$ cat config.mk
export PLATFORM = sky130hd
export DESIGN_NAME = wdt_lockable
export DESIGN_NICKNAME = d
export VERILOG_FILES = /design/src/rtl/wdt_pkg.sv /design/src/rtl/wdt_cfg_reg.sv /design/src/rtl/wdt_down_counter.sv /design/src/rtl/wdt_flag.sv /design/src/rtl/wdt_lockable.sv
export SDC_FILE = /design/constraint.sdc
export NUM_CORES = 1
export LEC_CHECK = 0
export ABC_AREA = 1
export BUFFER_PORTS_ARGS = -buffer_cell sky130_fd_sc_hd__buf_4
export CAP_MARGIN = 10
export CORE_MARGIN = 2
export CORE_UTILIZATION = 51
export CTS_CLUSTER_SIZE = 40
export DETAILED_ROUTE_END_ITERATION = 8
export PLACE_DENSITY = 0.77
export SYNTH_ARGS = -nofsm -noshare
export SYNTH_HDL_FRONTEND = slang
export SYNTH_HIERARCHICAL = 1
export SYNTH_SLANG_ARGS = --single-unit
$ cat constraint.sdc
create_clock -name clk -period 1.5 [get_ports clk]
set_input_delay 0.15 -clock clk [delete_from_list [all_inputs] [get_ports clk]]
set_output_delay 0.15 -clock clk [all_outputs]
set_load 0.1 [all_outputs]
$ cat src/rtl/wdt_pkg.sv
package wdt_pkg;

   // offsets of the control bits above the period field
   localparam int WDT_KICK_OFS = 0;
   localparam int WDT_LOCK_OFS = 1;

   typedef enum logic [1:0] {
      WDT_OFF     = 2'd0,
      WDT_RUN     = 2'd1,
      WDT_EXPIRED = 2'd2
   } wdt_state_e;

endpackage

$ cat src/rtl/wdt_cfg_reg.sv
module wdt_cfg_reg #(
   parameter int TO_W = 6
) (
   input  logic            clk,
   input  logic            rst_n,
   input  logic            wr_en,
   input  logic [TO_W-1:0] wr_period,
   input  logic            wr_lock,
   output logic [TO_W-1:0] period_q,
   output logic            lock_q,
   output logic            accept
);

   // the period field is taken only when the lock stored by earlier writes is clear
   assign accept = wr_en && !lock_q;

   always_ff @(posedge clk) begin
      if (!rst_n) begin
         period_q <= '0;
         lock_q   <= 1'b0;
      end else if (wr_en) begin
         if (!lock_q)
            period_q <= wr_period;
         lock_q <= wr_lock;
      end
   end

   assert_locked_period_R5: assert property (@(posedge clk) disable iff (!rst_n)
      (wr_en && lock_q) |=> $stable(period_q));

endmodule

$ cat src/rtl/wdt_down_counter.sv
module wdt_down_counter
   import wdt_pkg::*;
#(
   parameter int TO_W     = 6,
   parameter int PRESCALE = 1
) (
   input  logic            clk,
   input  logic            rst_n,
   input  logic            tick,
   input  logic            load,
   input  logic [TO_W-1:0] load_val,
   input  logic [TO_W-1:0] period,
   output logic            expire
);

   logic [TO_W-1:0] count;
   logic            step;
   wdt_state_e      state;

   generate
      if (PRESCALE == 1) begin : g_direct
         assign step = tick;
      end else begin : g_prescale
         localparam int PW = $clog2(PRESCALE);
         localparam logic [PW-1:0] PLAST = PW'(PRESCALE - 1);
         logic [PW-1:0] pre;
         always_ff @(posedge clk) begin
            if (!rst_n || load)
               pre <= '0;
            else if (tick)
               pre <= (pre == PLAST) ? '0 : pre + 1'b1;
         end
         assign step = tick && (pre == PLAST);
      end
   endgenerate

   always_comb begin
      if (period == '0)
         state = WDT_OFF;
      else if (count == '0)
         state = WDT_EXPIRED;
      else
         state = WDT_RUN;
   end

   assign expire = (state == WDT_RUN) && step && !load && (count == TO_W'(1));

   always_ff @(posedge clk) begin
      if (!rst_n)
         count <= '0;
      else if (load)
         count <= load_val;
      else if (state == WDT_RUN && step)
         count <= count - 1'b1;
   end

   assert_moves_on_tick_R6: assert property (@(posedge clk) disable iff (!rst_n)
      (!tick && !load) |=> $stable(count));

   assert_holds_at_zero_R7: assert property (@(posedge clk) disable iff (!rst_n)
      (count == '0 && !load) |=> (count == '0));

endmodule

$ cat src/rtl/wdt_flag.sv
module wdt_flag (
   input  logic clk,
   input  logic rst_n,
   input  logic set,
   input  logic clr,
   output logic flag
);

   always_ff @(posedge clk) begin
      if (!rst_n)
         flag <= 1'b0;
      else if (set)
         flag <= 1'b1;
      else if (clr)
         flag <= 1'b0;
   end

   assert_set_wins_R8: assert property (@(posedge clk) disable iff (!rst_n)
      set |=> flag);

   assert_read_clears_R8: assert property (@(posedge clk) disable iff (!rst_n)
      (clr && !set) |=> !flag);

endmodule

$ cat src/rtl/wdt_lockable.sv
module wdt_lockable
   import wdt_pkg::*;
#(
   parameter int TO_W     = 6,
   parameter int PRESCALE = 1
) (
   input  logic            clk,
   input  logic            rst_n,
   input  logic            tick_i,
   input  logic            wr_en_i,
   input  logic [TO_W+1:0] wr_data_i,
   input  logic            rd_clr_i,
   input  logic            irq_en_i,
   output logic [TO_W+1:0] reg_q_o,
   output logic            flag_o,
   output logic            irq_o
);

   localparam int KICK_BIT = TO_W + WDT_KICK_OFS;
   localparam int LOCK_BIT = TO_W + WDT_LOCK_OFS;

   initial begin
      assert_param_width: assert (TO_W >= 1 && TO_W <= 16)
         else $error("TO_W out of range");
      assert_param_prescale: assert (PRESCALE >= 1)
         else $error("PRESCALE must be at least 1");
   end

   logic [TO_W-1:0] period_q;
   logic            lock_q;
   logic            accept;
   logic            load;
   logic [TO_W-1:0] load_val;
   logic            expire;

   wdt_cfg_reg #(.TO_W(TO_W)) u_cfg (
      .clk      (clk),
      .rst_n    (rst_n),
      .wr_en    (wr_en_i),
      .wr_period(wr_data_i[TO_W-1:0]),
      .wr_lock  (wr_data_i[LOCK_BIT]),
      .period_q (period_q),
      .lock_q   (lock_q),
      .accept   (accept)
   );

   // an accepted period write loads the new value; a kick reloads the kept one
   assign load     = accept || (wr_en_i && wr_data_i[KICK_BIT]);
   assign load_val = accept ? wr_data_i[TO_W-1:0] : period_q;

   wdt_down_counter #(.TO_W(TO_W), .PRESCALE(PRESCALE)) u_cnt (
      .clk     (clk),
      .rst_n   (rst_n),
      .tick    (tick_i),
      .load    (load),
      .load_val(load_val),
      .period  (period_q),
      .expire  (expire)
   );

   wdt_flag u_flag (
      .clk  (clk),
      .rst_n(rst_n),
      .set  (expire),
      .clr  (rd_clr_i),
      .flag (flag_o)
   );

   assign reg_q_o = {lock_q, 1'b0, period_q};
   assign irq_o   = flag_o && irq_en_i;

   assert_rise_needs_tick_R6: assert property (@(posedge clk) disable iff (!rst_n)
      $rose(flag_o) |-> $past(tick_i));

   assert_off_is_silent_R9: assert property (@(posedge clk) disable iff (!rst_n)
      (period_q == '0 && !wr_en_i) |=> !$rose(flag_o));

   assert_irq_gated_R10: assert property (@(posedge clk) disable iff (!rst_n)
      irq_o |-> (irq_en_i && flag_o));

endmodule

Word level (Yosys, flattened, before mapping)
Cells that the tools add are included.
{"block": "op_classes", "add_sub_neg": 1, "eq_ne": 2, "n_mux": 7, "n_bitwise": 1, "n_reduce_logical": 14}
{"operator": "6-bit two-way mux", "count": 3}
{"operator": "6-bit zero test", "count": 2}
{"operator": "6-bit by 1-bit equality test with 1-bit output, second input constant", "count": 1}
{"operator": "1-bit logical AND", "count": 6}
{"operator": "6-bit by 1-bit subtractor with 6-bit output, second input constant", "count": 1}
{"operator": "2-bit two-way mux", "count": 2}
{"operator": "2-bit nonzero test", "count": 2}
{"operator": "2-bit by 1-bit equality test with 1-bit output, second input constant", "count": 1}
{"operator": "1-bit zero test", "count": 2}
{"operator": "1-bit two-way mux", "count": 2}
{"operator": "2-bit AND reduction", "count": 1}
{"operator": "1-bit logical OR", "count": 1}
{"operator": "1-bit inverter", "count": 1}
{"block": "word_totals", "register_bits": 14, "out_inout_bits": 10, "wordCells": 29}

Logic depth before layout (Yosys ltp)
Gate-level depths: netlist (run 1).
{"block": "logic_depth", "ltp_word": 8, "ltp_mapped": 11, "depth_no_buf": 9}

Hierarchy
Netlist (run 1), hierarchy kept.
{"mod": "wdt_down_counter", "n_inst": 1, "cells_each": 75, "area_each_um2": 498.0}
{"mod": "wdt_cfg_reg", "n_inst": 1, "cells_each": 44, "area_each_um2": 299.0}
{"mod": "wdt_lockable", "n_inst": 1, "cells_each": 26, "area_each_um2": 105.1}
{"mod": "wdt_flag", "n_inst": 1, "cells_each": 6, "area_each_um2": 43.8}

Worst setup path before layout (run 1)
No wires, ideal clock.
{"block": "synth_path", "path_type": "reg2out", "startpoint": "reg u_flag.flag", "endpoint": "out irq_o", "arrival_ps": 1675, "setup_slack_ps": -325, "stages_incl_launch_ff": 3, "path_buffers": 0, "cell_sequence": "dfxtp_1 nand2_1 inv_1"}
{"block": "synth_via", "elab_chain_len": 1}
{"element": "start: declaration", "line": "wdt_flag.sv:6", "rtl": "output logic flag"}
{"element": "start signal: assignment", "line": "wdt_flag.sv:11", "rtl": "flag <= 1'b0;"}
{"element": "start signal: assignment", "line": "wdt_flag.sv:13", "rtl": "flag <= 1'b1;"}
{"element": "start signal: assignment", "line": "wdt_flag.sv:15", "rtl": "flag <= 1'b0;"}
{"element": "1-bit logical AND", "line": "wdt_lockable.sv:70", "rtl": "assign irq_o = flag_o && irq_en_i;"}
{"element": "end: declaration", "line": "wdt_lockable.sv:16", "rtl": "output logic irq_o"}
No other way between the ends.

Worst setup path after layout (run 1)
{"block": "layout_path", "startpoint": "reg u_cnt.count[0]", "endpoint": "reg u_flag.flag"}
{"block": "layout_via", "elab_chain_len": 8, "elab_cells_between_ends": 10, "cone_classes": "2 x eq/ne; 3 x mux; 5 x reduce/logical"}
{"element": "start: declaration", "line": "wdt_down_counter.sv:16", "rtl": "logic [TO_W-1:0] count;"}
{"element": "start signal: assignment", "line": "wdt_down_counter.sv:52", "rtl": "count <= load_val;"}
{"element": "start signal: assignment", "line": "wdt_down_counter.sv:54", "rtl": "count <= count - 1'b1;"}
{"element": "6-bit zero test", "line": "wdt_down_counter.sv:40", "rtl": "else if (count == '0)"}
{"element": "2-bit two-way mux", "line": "wdt_down_counter.sv:40"}
{"element": "2-bit two-way mux", "line": "wdt_down_counter.sv:38", "rtl": "if (period == '0)"}
{"element": "2-bit by 1-bit equality test with 1-bit output", "line": "wdt_down_counter.sv:46", "rtl": "assign expire = (state == WDT_RUN) && step && !load && (count == TO_W'(1));"}
{"element": "1-bit logical AND (2 in series)", "line": "wdt_down_counter.sv:46"}
{"element": "1-bit logical AND *", "line": "wdt_down_counter.sv:46"}
{"element": "named net expire", "line": "wdt_lockable.sv:34", "rtl": "logic expire;"}
{"element": "1-bit two-way mux / 2-bit nonzero test (equally long branches)"}
The timed path passes the listed nets; every way through them passes the cells marked *.
A chain may end at the register's enable or synchronous reset.

==> reports/results.ini, run 1 <==
[detailed_routing]
via_per_inst=4.78
finalWirelength_um=2050
drc=0
drtPass1Iterations=4
drt-initial-drc-count=16
wl_per_cell_um=10.3
num_vias=951
ant_nets=0

[timing]
fin_crit_sh_pct=88.5
whs_ns=0.107
max_freq_mhz=753
worst_clock_skew_ns=0.00401
hold_violations=0
rsz0062_at_grt=no
final.setup.worst_slack_ns=0.173
fin_crit_ns=1.33
slew_violations=0
setup_viol_count_final=0

[grt]
grt_pass1_wl_um=3130
grt.total_usage_pct=20.1
first_global_vias=771
antenna_found_initial=0
grt_max_degree=13
gr-total-overflow=0

[power_and_ir_drop]
power.share.clock_pct=17.5
leakagePower_nw=0.611
power_density_mw_per_mm2=1020
power.net_switching_mw=0.502
pwr-share-seq_pct=39.0
ir_drop_mv=0.701
switching_share_pct=42.6
power_frac_comb_pct=43.5
internal_power_mw=0.676

[cts]
postCtsSetupBuffers=0
cts.sink_count=14
cts_resized=0
clock-root-buffer=clkbuf_4
cts_buffers=3
clock_latency_ns=0.27
postCtsHoldBufs=0
clk_pin_slew_ns=0.08
tritoncts=done
htreeDepth=1
clk_path_buf_depth=2

[setup_path]
slowest_delay_ns=0.40
cpMostUsedCell=inv_1
worstPathRequired_ns=1.71
critical_path_peak_fanout=5
cpLargestDelayFamily=flip-flops
crit_path_end_kind=flip-flop
critical_path_class=flip-flop to flip-flop
slowest_stage=dfxtp_1
path_cells=inv_1 > ha_1 > nand3_2 > nand4_1 > nor2_1 > inv_1 > a21oi_2
crit_buf_inv=2
crit_arrival_ns=1.53
cp-start-kind=flip-flop

[final_layout]
drive_gt1_share_pct=26.4
nNetsFinal=193
area_growth_pct=22.1
antenna_cells=0

[yosys]
synth_area_um2=946
synthDistinctLibCells=23
synth-seq-cells=14
synth_nets=168
ys_seq_area_share_pct=29.6
ys_warn_count=6
avgSynthCellArea_um2=6.26
syn_inst=151

[outcome]
status=completed

[floorplan]
ios=24
dieWidth_um=47.1
initial_core_util_pct=54.8
fp.dieH_um=47.1
fp.dieArea_mm2=0.00222
coreArea_mm2=0.00173
row_count=15

[placed_design]
portBuffers=22
dp_slack_ns=0.187
hpwl_um=1670
place.gp.congestion=0.847

[flow_run]
drv_cap=0

[hold_path]
hold_path.class=input port to flip-flop

state kept, by name, summed over array words and instances, names as in the netlist:
signal	count
u_cnt/count	6
u_cfg/lock_q	1
u_flag/flag	1
u_cfg/period_q	6
cell usage in the layout (no fill, tap or decap), types with 2 or more instances in the layout:
| cell type | n |
|---|---|
| buf_4 | 24 |
| ha_1 | 3 |
| o21ai_0 | 3 |
| nand3_2 | 3 |
| nand2_1 | 49 |
| nor2_1 | 25 |
| nand3_1 | 15 |
| a21oi_1 | 5 |
| inv_1 | 16 |
| dfxtp_1 | 7 |
| clkbuf_4 | 3 |
| inv_2 | 2 |
| dfxtp_2 | 7 |
| nor2_4 | 2 |
power by group through the flow:
stage | clock network [mW] | registers (mW) | logic [mW]
final | 0.205 | 0.460 | 0.512
after global routing | 0.229 | 0.465 | 0.562
after CTS | 0.215 | 0.460 | 0.514
after detailed placement | 0 | 0.469 | 0.513
after global placement | 0 | 0.468 | 0.499
after floorplan | 0 | 0.557 | 0.310
cell families (layout without fill, tap and decap cells):
kind of cell	after synthesis	after routing	synth area share, %
xor gates and xnor gates	1	1	0.926
other	1	1	0.396
DFF	14	14	29.6
AOI/OAI and AO/OA	10	10	5.69
adders and majority gates	3	3	3.97
buffers and inverters	23	46	11.4
and+or+nand+nor	99	99	48.0
worst reg2reg max path: stages (launching register included):
cell and delay (ns):
dfxtp_1 0.40, inv_1 0.12, ha_1 0.22, nand3_2 0.10, nand4_1 0.12, nor2_1 0.12
inv_1 0.06, a21oi_2 0.12
synthesized netlist by cell type:
library cell / instances / area [um^2]
dfxtp_1: 14 / 280
nand3_1: 15 / 75.1
nor2_4: 2 / 22.5
nand2_4: 1 / 11.3
nor2_1: 25 / 93.8
nor2_2: 1 / 6.26
inv_1: 16 / 60.1
o21ai_1: 1 / 5.00
a21oi_1: 5 / 25.0
nand3_2: 3 / 30.0
nand3_4: 1 / 17.5
xnor2_1: 1 / 8.76
nand3b_1: 1 / 7.51
buf_6: 1 / 11.3
inv_2: 2 / 7.51
nand4_1: 1 / 6.26
o21ai_0: 3 / 15.0
nand2_1: 49 / 184
inv_4: 1 / 6.26
buf_4: 3 / 22.5
ha_1: 3 / 37.5
conb_1: 1 / 3.75
a21oi_2: 1 / 8.76
layer usage:
layer	global-route usage, %	vias up	routed length (um)
met4	8.33	0	13
met3	3.46	2	69
met2	35.9	18	1050
li1	-	511	-
met1	23.5	420	912
met5	0	-	0
metrics by stage:
stage                     std cells  instance area (um^2)  utilization [%]  power, mW  TNS (ns)
after floorplan                 151                   955                -      0.867  -0.00320
after global placement          196                  1130             65.6      0.967         0
after detailed placement        196                  1130             65.6      0.982         0
after CTS                       199                  1150             66.9       1.19         0
after global routing            199                  1150             66.9       1.26         0
final                           199                  1150             66.9       1.18         0
layout make-up:
type,instances,area [um^2]
inverters,19,73.8
clock buffers,3,22.5
repair buffers,24,180
well taps,25,31.3
fillers,165,572
flip-flops and latches,14,289
multi-input cells,114,558
final timing paths:
| path | slack (ns) | startpoint | to | depth (start not counted) |
|---|---|---|---|---|
| setup reg to reg | 0.17 | u_cnt/count[0] | u_flag/flag | 7 |
| hold reg to reg | 0.48 | u_flag/flag | u_flag/flag | 2 |
| hold / removal | 0.11 | wr_data_i[7] | u_cfg/lock_q | 3 |
| setup / recovery | 0.17 | u_cnt/count[0] | u_flag/flag | 7 |
(Power assumes the default switching activity.)
==> run 2, diff against run 1 <==
--- a/config.mk
+++ b/config.mk
@@ -6,13 +6,13 @@
 export NUM_CORES = 1
 export LEC_CHECK = 0
 export ABC_AREA = 1
-export BUFFER_PORTS_ARGS = -buffer_cell sky130_fd_sc_hd__buf_4
 export CAP_MARGIN = 10
 export CORE_MARGIN = 2
-export CORE_UTILIZATION = 51
+export CORE_UTILIZATION = 54
 export CTS_CLUSTER_SIZE = 40
 export DETAILED_ROUTE_END_ITERATION = 8
-export PLACE_DENSITY = 0.77
+export DONT_BUFFER_PORTS = 1
+export PLACE_DENSITY = 0.69
 export SYNTH_ARGS = -nofsm -noshare
 export SYNTH_HDL_FRONTEND = slang
 export SYNTH_HIERARCHICAL = 1
==> run 2 against run 1 <==
Via count down 5.6%. Final cell count down 9.5%. First-iteration DRC count down 38%. Largest power group unchanged. Combinational power down 5.9%. Worst hold slack worse by 0.093 ns. Utilization down 2.7 points.
==> reports/results.ini, run 2 (synthesized netlist as in run 1, its figures left out) <==
[floorplan]
row_count=15  ; unchanged
dieWidth_um=45.9  ; -2.6%
ios=24  ; unchanged
fp.dieArea_mm2=0.00210  ; -5.1%
initial_core_util_pct=56.0  ; +1.2 points
coreArea_mm2=0.00169  ; -2.2%
fp.dieH_um=45.9  ; -2.6%

[detailed_routing]
drt-initial-drc-count=10  ; -6
drtPass1Iterations=4  ; unchanged
via_per_inst=4.99  ; +4.4%
drc=0  ; unchanged
ant_nets=0  ; unchanged
wl_per_cell_um=11.0  ; +7.5%
num_vias=898  ; -5.6%
finalWirelength_um=1990  ; -2.8%

[setup_path]
crit_arrival_ns=1.56  ; +0.03 ns
critical_path_peak_fanout=5  ; unchanged
critical_path_class=flip-flop to flip-flop
crit_path_end_kind=flip-flop
worstPathRequired_ns=1.71  ; about the same
cp-start-kind=flip-flop

[cts]
tritoncts=done
cts.sink_count=14  ; unchanged
clock-root-buffer=clkbuf_4
cts_buffers=3  ; unchanged
clk_pin_slew_ns=0.09  ; about the same
htreeDepth=1  ; unchanged
clk_path_buf_depth=2  ; unchanged
cts_resized=0  ; unchanged
clock_latency_ns=0.28  ; about the same

[timing]
fin_crit_sh_pct=90.1  ; +1.7 points
hold_violations=0  ; unchanged
worst_clock_skew_ns=0.00520  ; +0.00119 ns
max_freq_mhz=740  ; -1.8%
fin_crit_ns=1.35  ; +0.0249 ns
rsz0062_at_grt=no
setup_viol_count_final=0  ; unchanged
slew_violations=0  ; unchanged

[final_layout]
drive_gt1_share_pct=20.9  ; -5.6 points
reg.largest.list=u_cfg/period_q x6, u_cnt/count x6
final_common_cell=nand2_1
layout.cells.non_filler=180  ; -9.5%
antenna_cells=0  ; unchanged
area_growth_pct=14.6
final_cell_mix=49 x nand2_1, 25 x nor2_1, 16 x inv_1
nNetsFinal=181  ; -6.2%

[flow_run]
drv_cap=0  ; unchanged

[power_and_ir_drop]
leakagePower_nw=0.563  ; -7.9%
ir_drop_mv=0.668  ; -4.7%
power_density_mw_per_mm2=1110  ; +9.2%
power_mw=1.21  ; +2.5%

[grt]
gr-total-overflow=0  ; unchanged
antenna_found_initial=0  ; unchanged
grt_max_degree=13  ; unchanged
first_global_vias=804  ; +4.3%
grt_pass1_wl_um=3220  ; +2.9%
grt.total_usage_pct=21.7  ; +1.6 points

[placed_design]
dp.cells=175  ; -11%
portBuffers=0  ; -100%
place.gp.congestion=0.780  ; -7.9%
hpwl_um=1540  ; -7.6%

[hold_path]
hold_path.class=input port to flip-flop

[outcome]
status=completed

==> run 2: changes by cell type in the layout (fill, tap and decap cells not counted), sizes merged <==
cell         delta
clkbuf          +1
dlygate4sd3     +1
buf            -13
==> run 2: worst paths after layout <==
check	from	endpoint	slack, ns	cells past startpoint
max	u_cnt/count[0]	u_flag/flag	0.15	7
min	wr_data_i[7]	u_cfg/lock_q	0.01	2
max reg2reg	u_cnt/count[0]	u_flag/flag	0.15	7
min reg2reg	u_flag/flag	u_flag/flag	0.48	2
==> run 2: metrics by stage <==
step / utilization [%] / setup TNS, ns / area [um^2] / hold WS, ns / setup slack [ns]
detailed placement: 61.4 / 0 / 1040 / 0.270 / 0.176
floorplan: - / -0.00320 / 955 / 0.263 / -0.00320
finish: 64.1 / 0 / 1080 / 0.0141 / 0.148
global route: 64.1 / 0 / 1080 / 0.00301 / 0.00405
CTS: 64.1 / 0 / 1080 / 0.000683 / 0.144
global placement: 61.4 / 0 / 1040 / 0.266 / 0.224
==> run 2: metal layers <==
metal / global-route usage (%) / up-vias / part of all wire (%) / wire (um)
li1: - / 490 / - / -
met1: 26.1 / 389 / 45 / 902
met2: 36.1 / 15 / 49 / 966
met3: 3.57 / 4 / 4.0 / 80
met4: 12.0 / 0 / 2.0 / 39
met5: 0 / - / 0 / 0
==> run 2: worst max-delay path: stages (launching register included) <==
cell and delay, ns:
dfxtp_1 0.41, inv_1 0.13, ha_1 0.23, nand3_2 0.10
nand4_1 0.12, nor2_1 0.12, inv_1 0.06, a21oi_2 0.12
==> run 2: final cells by class <==
| cell class | count | area [um^2] |
|---|---|---|
| clock buffers | 4 | 36.3 |
| well taps | 17 | 21.3 |
| inverters | 19 | 73.8 |
| flip-flops and latches | 14 | 289 |
| fillers | 176 | 606 |
| multi-input cells | 114 | 558 |
| repair buffers | 12 | 105 |
==> run 2: what timing repair did <==
action | in CTS | in global routing
buffers inserted | 0 | 0
hold buffers | 1 | 0
hold endpoints to repair | 8 | 0
==> run 2: power breakdown <==
group	switching (mW)	total, mW	internal (mW)
sequential	0.0439	0.457	0.413
clock	0.120	0.267	0.147
combinational	0.331	0.482	0.151
total	0.495	1.21	0.712
